--- config.mk ---
export PLATFORM = sky130hd
export DESIGN_NAME = term_io_irq
export DESIGN_NICKNAME = d
export VERILOG_FILES = /design/src/rtl/term_io_irq.sv
export SDC_FILE = /design/constraint.sdc
export NUM_CORES = 1
export LEC_CHECK = 0
export BUFFER_PORTS_ARGS = -buffer_cell sky130_fd_sc_hd__buf_4
export CORE_MARGIN = 8
export CORE_UTILIZATION = 35
export CTS_CLUSTER_DIAMETER = 60
export DETAILED_ROUTE_END_ITERATION = 6
export HOLD_SLACK_MARGIN = 0.12
export MAX_ROUTING_LAYER = met4
export PLACE_DENSITY = 0.7
export SYNTH_ARGS = -nofsm -noshare
export SYNTH_HDL_FRONTEND = slang
export SYNTH_SLANG_ARGS = --single-unit
export TNS_END_PERCENT = 30
--- constraint.sdc ---
create_clock -name clk -period 1.1 [get_ports clk]
set_input_delay 0 -clock clk [delete_from_list [all_inputs] [get_ports clk]]
set_output_delay 0 -clock clk [all_outputs]
set_load 0.005 [all_outputs]
--- src/rtl/term_io_irq.sv ---
module term_io_irq #(
  parameter int CHAR_W = 8,
  parameter int STEP_W = 4,
  parameter int IR_W   = 16
) (
  input  logic              clk,
  input  logic              rst_n,
  input  logic [STEP_W-1:0] step,
  input  logic [IR_W-1:0]   instr,
  input  logic [CHAR_W-1:0] acc_low,
  input  logic              dev_in_valid,
  input  logic [CHAR_W-1:0] dev_in_data,
  input  logic              dev_out_ack,
  output logic [CHAR_W-1:0] dev_out_data,
  output logic              in_flag,
  output logic              out_flag,
  output logic              int_en,
  output logic              irq_cycle,
  output logic              fetch_en,
  output logic              acc_load,
  output logic [CHAR_W-1:0] acc_data,
  output logic              pc_skip,
  output logic              sc_clear,
  output logic              isr_save,
  output logic              isr_write,
  output logic              isr_vector
);

  localparam logic [3:0] IO_OPC = 4'hF;
  localparam int B_INP = IR_W - 5;
  localparam int B_OUT = IR_W - 6;
  localparam int B_SKI = IR_W - 7;
  localparam int B_SKO = IR_W - 8;
  localparam int B_ION = IR_W - 9;
  localparam int B_IOF = IR_W - 10;
  localparam logic [STEP_W-1:0] EXEC_STEP = STEP_W'(3);

  logic [CHAR_W-1:0] rx_q, tx_q;
  logic rxf_q, txf_q, ien_q, pend_q;
  logic io_hit, do_inp, do_out, do_ion, do_iof;
  logic dev_load, dev_take, late_step;

  assign io_hit   = (step == EXEC_STEP) && (instr[IR_W-1 -: 4] == IO_OPC);
  assign do_inp   = io_hit & instr[B_INP];
  assign do_out   = io_hit & instr[B_OUT];
  assign do_ion   = io_hit & instr[B_ION];
  assign do_iof   = io_hit & instr[B_IOF];
  assign dev_load = dev_in_valid & ~rxf_q;
  assign dev_take = dev_out_ack & ~txf_q;
  assign late_step = step >= EXEC_STEP;

  assign isr_save   = pend_q && (step == STEP_W'(0));
  assign isr_write  = pend_q && (step == STEP_W'(1));
  assign isr_vector = pend_q && (step == STEP_W'(2));

  assign acc_load = do_inp;
  assign acc_data = rx_q;
  assign pc_skip  = io_hit & ((instr[B_SKI] & rxf_q) | (instr[B_SKO] & txf_q));
  assign sc_clear = io_hit | isr_vector;

  assign dev_out_data = tx_q;
  assign in_flag      = rxf_q;
  assign out_flag     = txf_q;
  assign int_en       = ien_q;
  assign irq_cycle    = pend_q;
  assign fetch_en     = ~pend_q;

  always_ff @(posedge clk or negedge rst_n) begin
    if (!rst_n) begin
      rx_q  <= '0;
      rxf_q <= 1'b0;
    end else if (dev_load) begin
      rx_q  <= dev_in_data;
      rxf_q <= 1'b1;
    end else if (do_inp) begin
      rxf_q <= 1'b0;
    end
  end

  always_ff @(posedge clk or negedge rst_n) begin
    if (!rst_n) begin
      tx_q  <= '0;
      txf_q <= 1'b1;
    end else if (do_out) begin
      tx_q  <= acc_low;
      txf_q <= 1'b0;
    end else if (dev_take) begin
      txf_q <= 1'b1;
    end
  end

  always_ff @(posedge clk or negedge rst_n) begin
    if (!rst_n)                ien_q <= 1'b0;
    else if (isr_vector || do_iof) ien_q <= 1'b0;
    else if (do_ion)           ien_q <= 1'b1;
  end

  always_ff @(posedge clk or negedge rst_n) begin
    if (!rst_n)          pend_q <= 1'b0;
    else if (isr_vector) pend_q <= 1'b0;
    else if (late_step && ien_q && (rxf_q || txf_q)) pend_q <= 1'b1;
  end

endmodule

==> impl_summary.log, run 1 <==
INFO  metric setup_slack_after_layout = -138 ps
INFO  metric maxSlewHeadroom = 83.0%
INFO  metric layout.core_utilization = 72.2%
INFO  metric synth_area_leader_cell = sky130_fd_sc_hd__dfrtp_1
INFO  metric period_share = 113%
INFO  metric vdd.ir_drop.worst = 660 µV
INFO  metric vias_per_cell = 4.63
INFO  metric fin_skew = 5.37 ps
INFO  metric timing.final.crit_period = 1240 ps
INFO  metric ioPinCount = 67
INFO  metric antenna-diode-count = 0
INFO  metric effective_utilization_at_floorplan = 36.3%
INFO  metric setup.worst_path.start_class = flop
INFO  metric cts.htree.levels = 1
INFO  metric postSynthCellCount = 60
INFO  metric synth_seq_cells = 20
INFO  metric port_buffers = 60
INFO  metric dr.pass1.iters = 4
INFO  metric number_of_antenna_violations_at_the_first_check_in_global_routing = 0
INFO  metric totalNegativeSetupSlack = -905 ps
INFO  metric route.detailed.drc = 0
INFO  metric vias = 852
INFO  metric design.final.nets = 195
INFO  metric cpPeakStageDelay = 400 ps
INFO  metric setup_violations = 12
INFO  metric p_total = 1.68 mW
INFO  metric fp.dieH = 66.5 µm
INFO  metric violations_in_the_final_reports = setup timing
INFO  metric top_post_synthesis_cells_by_area = sky130_fd_sc_hd__dfrtp_1, sky130_fd_sc_hd__mux2_4, sky130_fd_sc_hd__mux2_2, sky130_fd_sc_hd__dfstp_2, sky130_fd_sc_hd__nand3_4
INFO  metric worst-setup-path-type = flop to primary output
INFO  metric pwr_density_cell = 950 nW/µm²
INFO  metric fillers = 165
INFO  metric finalWeightedCongestion = 0.665
INFO  metric worst_setup_path_endpoint = sc_clear
INFO  metric synth_largest_type_area_fraction = 53.4%
INFO  metric worst-slew-pin-transition = 254 ps
INFO  metric leakagePower = 0.904 nW
INFO  metric timing.critical_path.arrival = 1240 ps
INFO  metric area_enclosed_by_the_die_boundary = 4420 µm²
INFO  metric cts_max_path_buffers = 2
INFO  metric worstReg2RegEnd = acc_data[5]$_DFFE_PN0P_
INFO  metric cell_chain_of_the_critical_path = and4b_2, or2_4, buf_6
INFO  metric r2r_cells = 3
INFO  metric syn_area_per_cell = 14.8 µm²
INFO  metric timing.final.max_slew_violations = 0
INFO  metric critical-path-slowest-cell = sky130_fd_sc_hd__dfrtp_1
INFO  metric p_comb_share = 26.1%
INFO  metric sequentialPowerShare = 49.3%
INFO  metric drive_gt1_share = 63.0%
INFO  metric power.share.switching = 22.6%
INFO  metric yosysSeqAreaShare = 56.3%
INFO  metric synthesis.area = 891 µm²
INFO  metric final_cell_mix = sky130_fd_sc_hd__buf_4, sky130_fd_sc_hd__dlygate4sd3_1, sky130_fd_sc_hd__dfrtp_1
INFO  metric timing.critical_path.buf_inv = 1
INFO  metric drtAntennaViolNets = 0
INFO  metric drc_violation_total_after_the_first_tritonroute_iteration = 9
INFO  metric clock-root-buffer = sky130_fd_sc_hd__clkbuf_4
INFO  metric ys.warnings.count = 0
INFO  metric reg2reg_from = in_flag$_DFFE_PN0P_
INFO  metric cp.required = 1100 ps
INFO  metric worst_path_dominant_cell_family = simple AND/OR/NAND/NOR gates
INFO  metric grt_start_max_net_pins = 21
INFO  metric cp_max_fo = 2
INFO  metric net_sw_power = 381 µW
INFO  metric rsz0062_at_grt = yes
INFO  metric crit_path_start = irq_cycle$_DFFE_PN0P_
INFO  metric grt_pass1_vias = 1,026
INFO  metric timing.fmax = 0.808 GHz
INFO  metric power.clock.fraction = 24.6%
INFO  metric grt_first_pass_wirelength = 4640 µm
INFO  metric cp-end-kind = primary output
INFO  metric cts-buffers-inserted = 3
INFO  metric cts.sink_count = 20
INFO  metric cts-hold-fix-buffers = 26
INFO  metric hold_viol = 0
INFO  metric clock_tree_from_tritoncts = yes
INFO  metric fp.dieW = 66.5 µm
INFO  metric core = 2450 µm²
INFO  metric layout_commonest_cell = sky130_fd_sc_hd__buf_4
INFO  metric setup.reg_to_reg.worst_slack = -100 ps
INFO  metric syn_to_final_growth = 99.0%
INFO  metric synth_cell_type_count = 25
INFO  metric clk-insertion-delay-late = 290 ps
INFO  metric cap_viol_max_count = 0
INFO  metric placementRows = 18
INFO  metric globalRoute.totalOverflow = 0
INFO  metric crit_cells = 3
INFO  metric status = finished, violations left
INFO  metric cts.reportedPaths.clkPinSlew = 110 ps
INFO  metric cellInternalPower = 1.30 mW
INFO  metric synth_fp_nets = 100
INFO  metric track_usage = 13.5%
INFO  metric half_perimeter_wire_length_of_the_detailed_placement_result = 2030 µm
INFO  metric finalWirelength = 2890 µm
INFO  metric holdCritPathClass = primary input to flop
INFO  metric route.detailed.wl_per_inst = 15.7 µm
## cells by family (layout without fill, tap and decap cells)
| group | after synthesis | count (layout) | share of synthesized area [%] |
|---|---|---|---|
| AOI/OAI and AO/OA | 7 | 7 | 5.20 |
| buffers and inverters | 2 | 96 | 0.982 |
| DFF | 20 | 20 | 56.3 |
| muxes | 17 | 17 | 24.7 |
| and+or+nand+nor | 14 | 14 | 12.8 |
## layout make-up
type,count,area [µm²],share of cell area [%]
Clock buffer,4,36.3,2.05
Sequential cell,20,502,28.3
Timing Repair Buffer,91,767,43.3
Tap cell,30,37.5,2.12
Inverter,1,3.75,0.212
Multi-Input combinational cell,38,427,24.1
## stage by stage
stage               setup slack [ps]  area (µm²)  cells  hold WS [ps]
floorplan                      -23.4         893     60          -296
global placement               -13.4        1400    153          -111
detailed placement             -28.0        1400    153          -109
CTS                             -148        1730    184          90.1
global route                    -188        1770    184           105
finish                          -138        1770    184           101
## tightest hold or removal path: stages
cell and delay, ps:
sky130_fd_sc_hd__buf_4 120, sky130_fd_sc_hd__mux2i_1 70, sky130_fd_sc_hd__a22oi_1 140
## metal layers
layer  wire length [µm]  global-route usage, %  vias to the layer above
li1                   -                      -                      408
met1               1210                   16.0                      401
met2               1450                   22.9                       41
met3                203                   2.35                        2
met4                 31                   4.00                        0
met5                  0                      -                        -
## worst min-delay path by stage
stage,startpoint,cells after the start,to
final,step[1],3,irq_cycle$_DFFE_PN0P_
after global placement,rst_n,1,dev_out_data[0]$_DFFE_PN0P_
after detailed placement,rst_n,1,dev_out_data[3]$_DFFE_PN0P_
after CTS,step[1],3,irq_cycle$_DFFE_PN0P_
after floorplan,rst_n,0,acc_data[0]$_DFFE_PN0P_
after global routing,step[1],3,irq_cycle$_DFFE_PN0P_
## sequential cells by signal (all words and copies together) (netlist names)
name and count:
acc_data 8, dev_out_data 8, in_flag 1, int_en 1, irq_cycle 1, out_flag 1
## cells in the mapped netlist
cell type                   n
sky130_fd_sc_hd__dfrtp_1   19
sky130_fd_sc_hd__mux2_2     8
sky130_fd_sc_hd__mux2_4     8
sky130_fd_sc_hd__a22oi_1    2
sky130_fd_sc_hd__nor2_1     2
sky130_fd_sc_hd__nor2b_1    2
sky130_fd_sc_hd__a211oi_1   1
sky130_fd_sc_hd__a21oi_1    1
sky130_fd_sc_hd__a31oi_1    1
sky130_fd_sc_hd__and2_2     1
sky130_fd_sc_hd__and3_2     1
sky130_fd_sc_hd__and4_4     1
sky130_fd_sc_hd__and4b_2    1
sky130_fd_sc_hd__and4bb_4   1
sky130_fd_sc_hd__buf_2      1
sky130_fd_sc_hd__dfstp_2    1
sky130_fd_sc_hd__inv_1      1
sky130_fd_sc_hd__mux2i_1    1
sky130_fd_sc_hd__nand2_1    1
sky130_fd_sc_hd__nand3_4    1
sky130_fd_sc_hd__nor3_1     1
sky130_fd_sc_hd__nor3b_1    1
sky130_fd_sc_hd__o21a_1     1
sky130_fd_sc_hd__o21ai_0    1
sky130_fd_sc_hd__or2_2      1
## power groups by stage
stage	registers [mW]	logic, mW	clock network, mW
floorplan	0.848	0.0851	0
global placement	0.840	0.331	0
detailed placement	0.842	0.342	0
CTS	0.829	0.420	0.424
global route	0.838	0.477	0.456
finish	0.830	0.440	0.414
## repair_timing
action                                 in CTS  in global routing
endpoints found under the hold margin      40                  1
setup endpoints to repair                  13                 15
setup buffers                               1                  0
pin swaps                                   2                  1
resized for setup                           7                 11
Note: power is estimated with default switching activity, not from simulation.
==> inputs of run 2 (changes only) <==
--- a/config.mk
+++ b/config.mk
@@ -10,6 +10,7 @@
 export CORE_UTILIZATION = 35
 export CTS_CLUSTER_DIAMETER = 60
 export DETAILED_ROUTE_END_ITERATION = 6
+export GPL_TIMING_DRIVEN = 0
 export HOLD_SLACK_MARGIN = 0.12
 export MAX_ROUTING_LAYER = met4
 export PLACE_DENSITY = 0.7
==> run 2 against run 1 <==
Against the previous run: the flow still finishes with violations (setup timing); routed wire length up 5.8%; core utilization is 1.2 points lower; first-iteration DRC count grew 44%; critical path type unchanged.
==> impl_summary.log, run 2 (synthesized netlist as in run 1, its figures left out) <==
INFO  metric net_sw_power = 393 µW
INFO  metric r2r_cells = 3
INFO  metric timing.final.max_slew_violations = 0
INFO  metric setup_violations = 13
INFO  metric number_of_antenna_violations_at_the_first_check_in_global_routing = 0
INFO  metric vdd.ir_drop.worst = 609 µV
INFO  metric fin_skew = 5.28 ps
INFO  metric setup_slack_after_layout = -174 ps
INFO  metric layout_commonest_cell = sky130_fd_sc_hd__buf_4
INFO  metric power.clock.fraction = 22.2%
INFO  metric cellInternalPower = 1.24 mW
INFO  metric cts_max_path_buffers = 2
INFO  metric route.detailed.wl_per_inst = 16.7 µm
INFO  metric vias_per_cell = 4.70
INFO  metric design.final.nets = 194
INFO  metric grt_pass1_vias = 1,059
INFO  metric area_occupied_by_multi_input_gates = 425 µm²
INFO  metric worstReg2RegEnd = acc_data[3]$_DFFE_PN0P_
INFO  metric drive_gt1_share = 62.1%
INFO  metric placementRows = 18
INFO  metric crit_path_start = irq_cycle$_DFFE_PN0P_
INFO  metric cts.reportedPaths.clkPinSlew = 110 ps
INFO  metric worst_setup_path_endpoint = sc_clear
INFO  metric cap_viol_max_count = 0
INFO  metric cts-buffers-inserted = 3
INFO  metric globalRoute.totalOverflow = 0
INFO  metric core = 2450 µm²
INFO  metric track_usage = 14.8%
INFO  metric maxSlewHeadroom = 83.4%
INFO  metric finalWeightedCongestion = 0.656
INFO  metric sequentialPowerShare = 50.9%
INFO  metric drtAntennaViolNets = 0
INFO  metric clock_tree_from_tritoncts = yes
INFO  metric cts.htree.levels = 1
INFO  metric cp.required = 1100 ps
INFO  metric fp.dieH = 66.5 µm
INFO  metric setup.worst_path.start_class = flop
INFO  metric timing.critical_path.arrival = 1270 ps
INFO  metric effective_utilization_at_floorplan = 36.3%
INFO  metric setup.reg_to_reg.worst_slack = -80 ps
INFO  metric power.share.switching = 24.0%
INFO  metric clk-insertion-delay-late = 300 ps
INFO  metric leakagePower = 0.891 nW
INFO  metric timing.final.crit_period = 1270 ps
INFO  metric half_perimeter_wire_length_of_the_detailed_placement_result = 1990 µm
INFO  metric period_share = 116%
INFO  metric area_enclosed_by_the_die_boundary = 4420 µm²
INFO  metric cp_max_fo = 2
INFO  metric fillers = 182
INFO  metric area.sequential = 502 µm²
INFO  metric worst-slew-pin-transition = 248 ps
INFO  metric grt_start_max_net_pins = 21
INFO  metric rsz0062_at_grt = yes
INFO  metric vias = 861
INFO  metric dr.pass1.iters = 4
INFO  metric timing.fmax = 0.785 GHz
INFO  metric finalWirelength = 3060 µm
INFO  metric p_comb_share = 27.0%
INFO  metric ioPinCount = 67
INFO  metric pwr_density_cell = 939 nW/µm²
INFO  metric reg2reg_from = in_flag$_DFFE_PN0P_
INFO  metric cp-end-kind = primary output
INFO  metric violations_in_the_final_reports = setup timing
INFO  metric grt_first_pass_wirelength = 4970 µm
INFO  metric antenna-diode-count = 0
INFO  metric placed_cell_area = 1380 µm²
INFO  metric design_area = 1740 µm²
INFO  metric port_buffers = 60
INFO  metric cts-hold-fix-buffers = 26
INFO  metric cts.sink_count = 20
INFO  metric hold_viol = 0
INFO  metric fp.dieW = 66.5 µm
INFO  metric status = finished, violations left
INFO  metric drc_violation_total_after_the_first_tritonroute_iteration = 13
INFO  metric syn_to_final_growth = 95.6%
INFO  metric final_cell_mix = sky130_fd_sc_hd__buf_4, sky130_fd_sc_hd__dlygate4sd3_1, sky130_fd_sc_hd__dfrtp_1
INFO  metric route.detailed.drc = 0
INFO  metric clock-root-buffer = sky130_fd_sc_hd__clkbuf_4
INFO  metric post-place-ws = -100 ps
INFO  metric holdCritPathClass = primary input to flop
INFO  metric worst-setup-path-type = flop to primary output
[run 2: cell type report]
cell class | count | area share, %
repair buffers | 89 | 42.3
flip-flops and latches | 20 | 28.8
multi-input cells | 38 | 24.4
well taps | 30 | 2.15
clock buffers | 4 | 1.51
plain buffers | 1 | 0.646
inverters | 1 | 0.215
[run 2: metal layers]
layer  wire length, µm  up-vias  share of wire [%]  GRT usage [%]
met5                 0        -                  0              -
met4                 0        0                  0           5.60
met3               194        0                6.3           2.18
li1                  -      402                  -              -
met2              1600       43                 52           25.3
met1              1260      416                 41           17.2
[run 2: timing repair]
action | CTS | global route
endpoints found under the setup margin | 13 | 14
endpoints found under the hold margin | 40 | 1
resized for setup | 10 | 5
buffers inserted | 3 | 0
pin swaps | 2 | 0
[run 2: worst min-delay path by stage]
stage / startpoint / to / slack, ps / cells after the start
6_report: step[1] / irq_cycle$_DFFE_PN0P_ / 80 / 3
4_1_cts: step[1] / irq_cycle$_DFFE_PN0P_ / 60 / 3
3_3_place_gp: rst_n / dev_out_data[3]$_DFFE_PN0P_ / -110 / 1
3_5_place_dp: rst_n / dev_out_data[3]$_DFFE_PN0P_ / -110 / 1
2_1_floorplan: rst_n / acc_data[0]$_DFFE_PN0P_ / -300 / 0
5_1_grt: step[1] / irq_cycle$_DFFE_PN0P_ / 90 / 3
[run 2: worst max-delay path, stage by stage, from the launching register on]
cell and delay (ps):
sky130_fd_sc_hd__dfrtp_1 410, sky130_fd_sc_hd__and4b_2 220, sky130_fd_sc_hd__or2_4 230, sky130_fd_sc_hd__buf_6 110
[run 2: power by group through the flow]
stage          clock, mW  combinational (mW)  sequential [mW]
2_1_floorplan          0              0.0851            0.848
3_3_place_gp           0               0.316            0.844
3_5_place_dp           0               0.325            0.847
4_1_cts            0.376               0.431            0.830
5_1_grt            0.402               0.478            0.842
6_report           0.363               0.441            0.833
[run 2: metrics by stage]
stage | hold slack, ps | cells | setup TNS [ps] | power (mW) | utilization (%)
CTS | 64.6 | 183 | -1000 | 1.64 | 70.4
detailed placement | -106 | 150 | -939 | 1.17 | 56.3
finish | 78.1 | 183 | -1010 | 1.64 | 71.0
floorplan | -296 | 60 | -187 | 0.933 | -
global placement | -110 | 150 | -770 | 1.16 | 56.3
global route | 93.1 | 183 | -1570 | 1.72 | 71.0
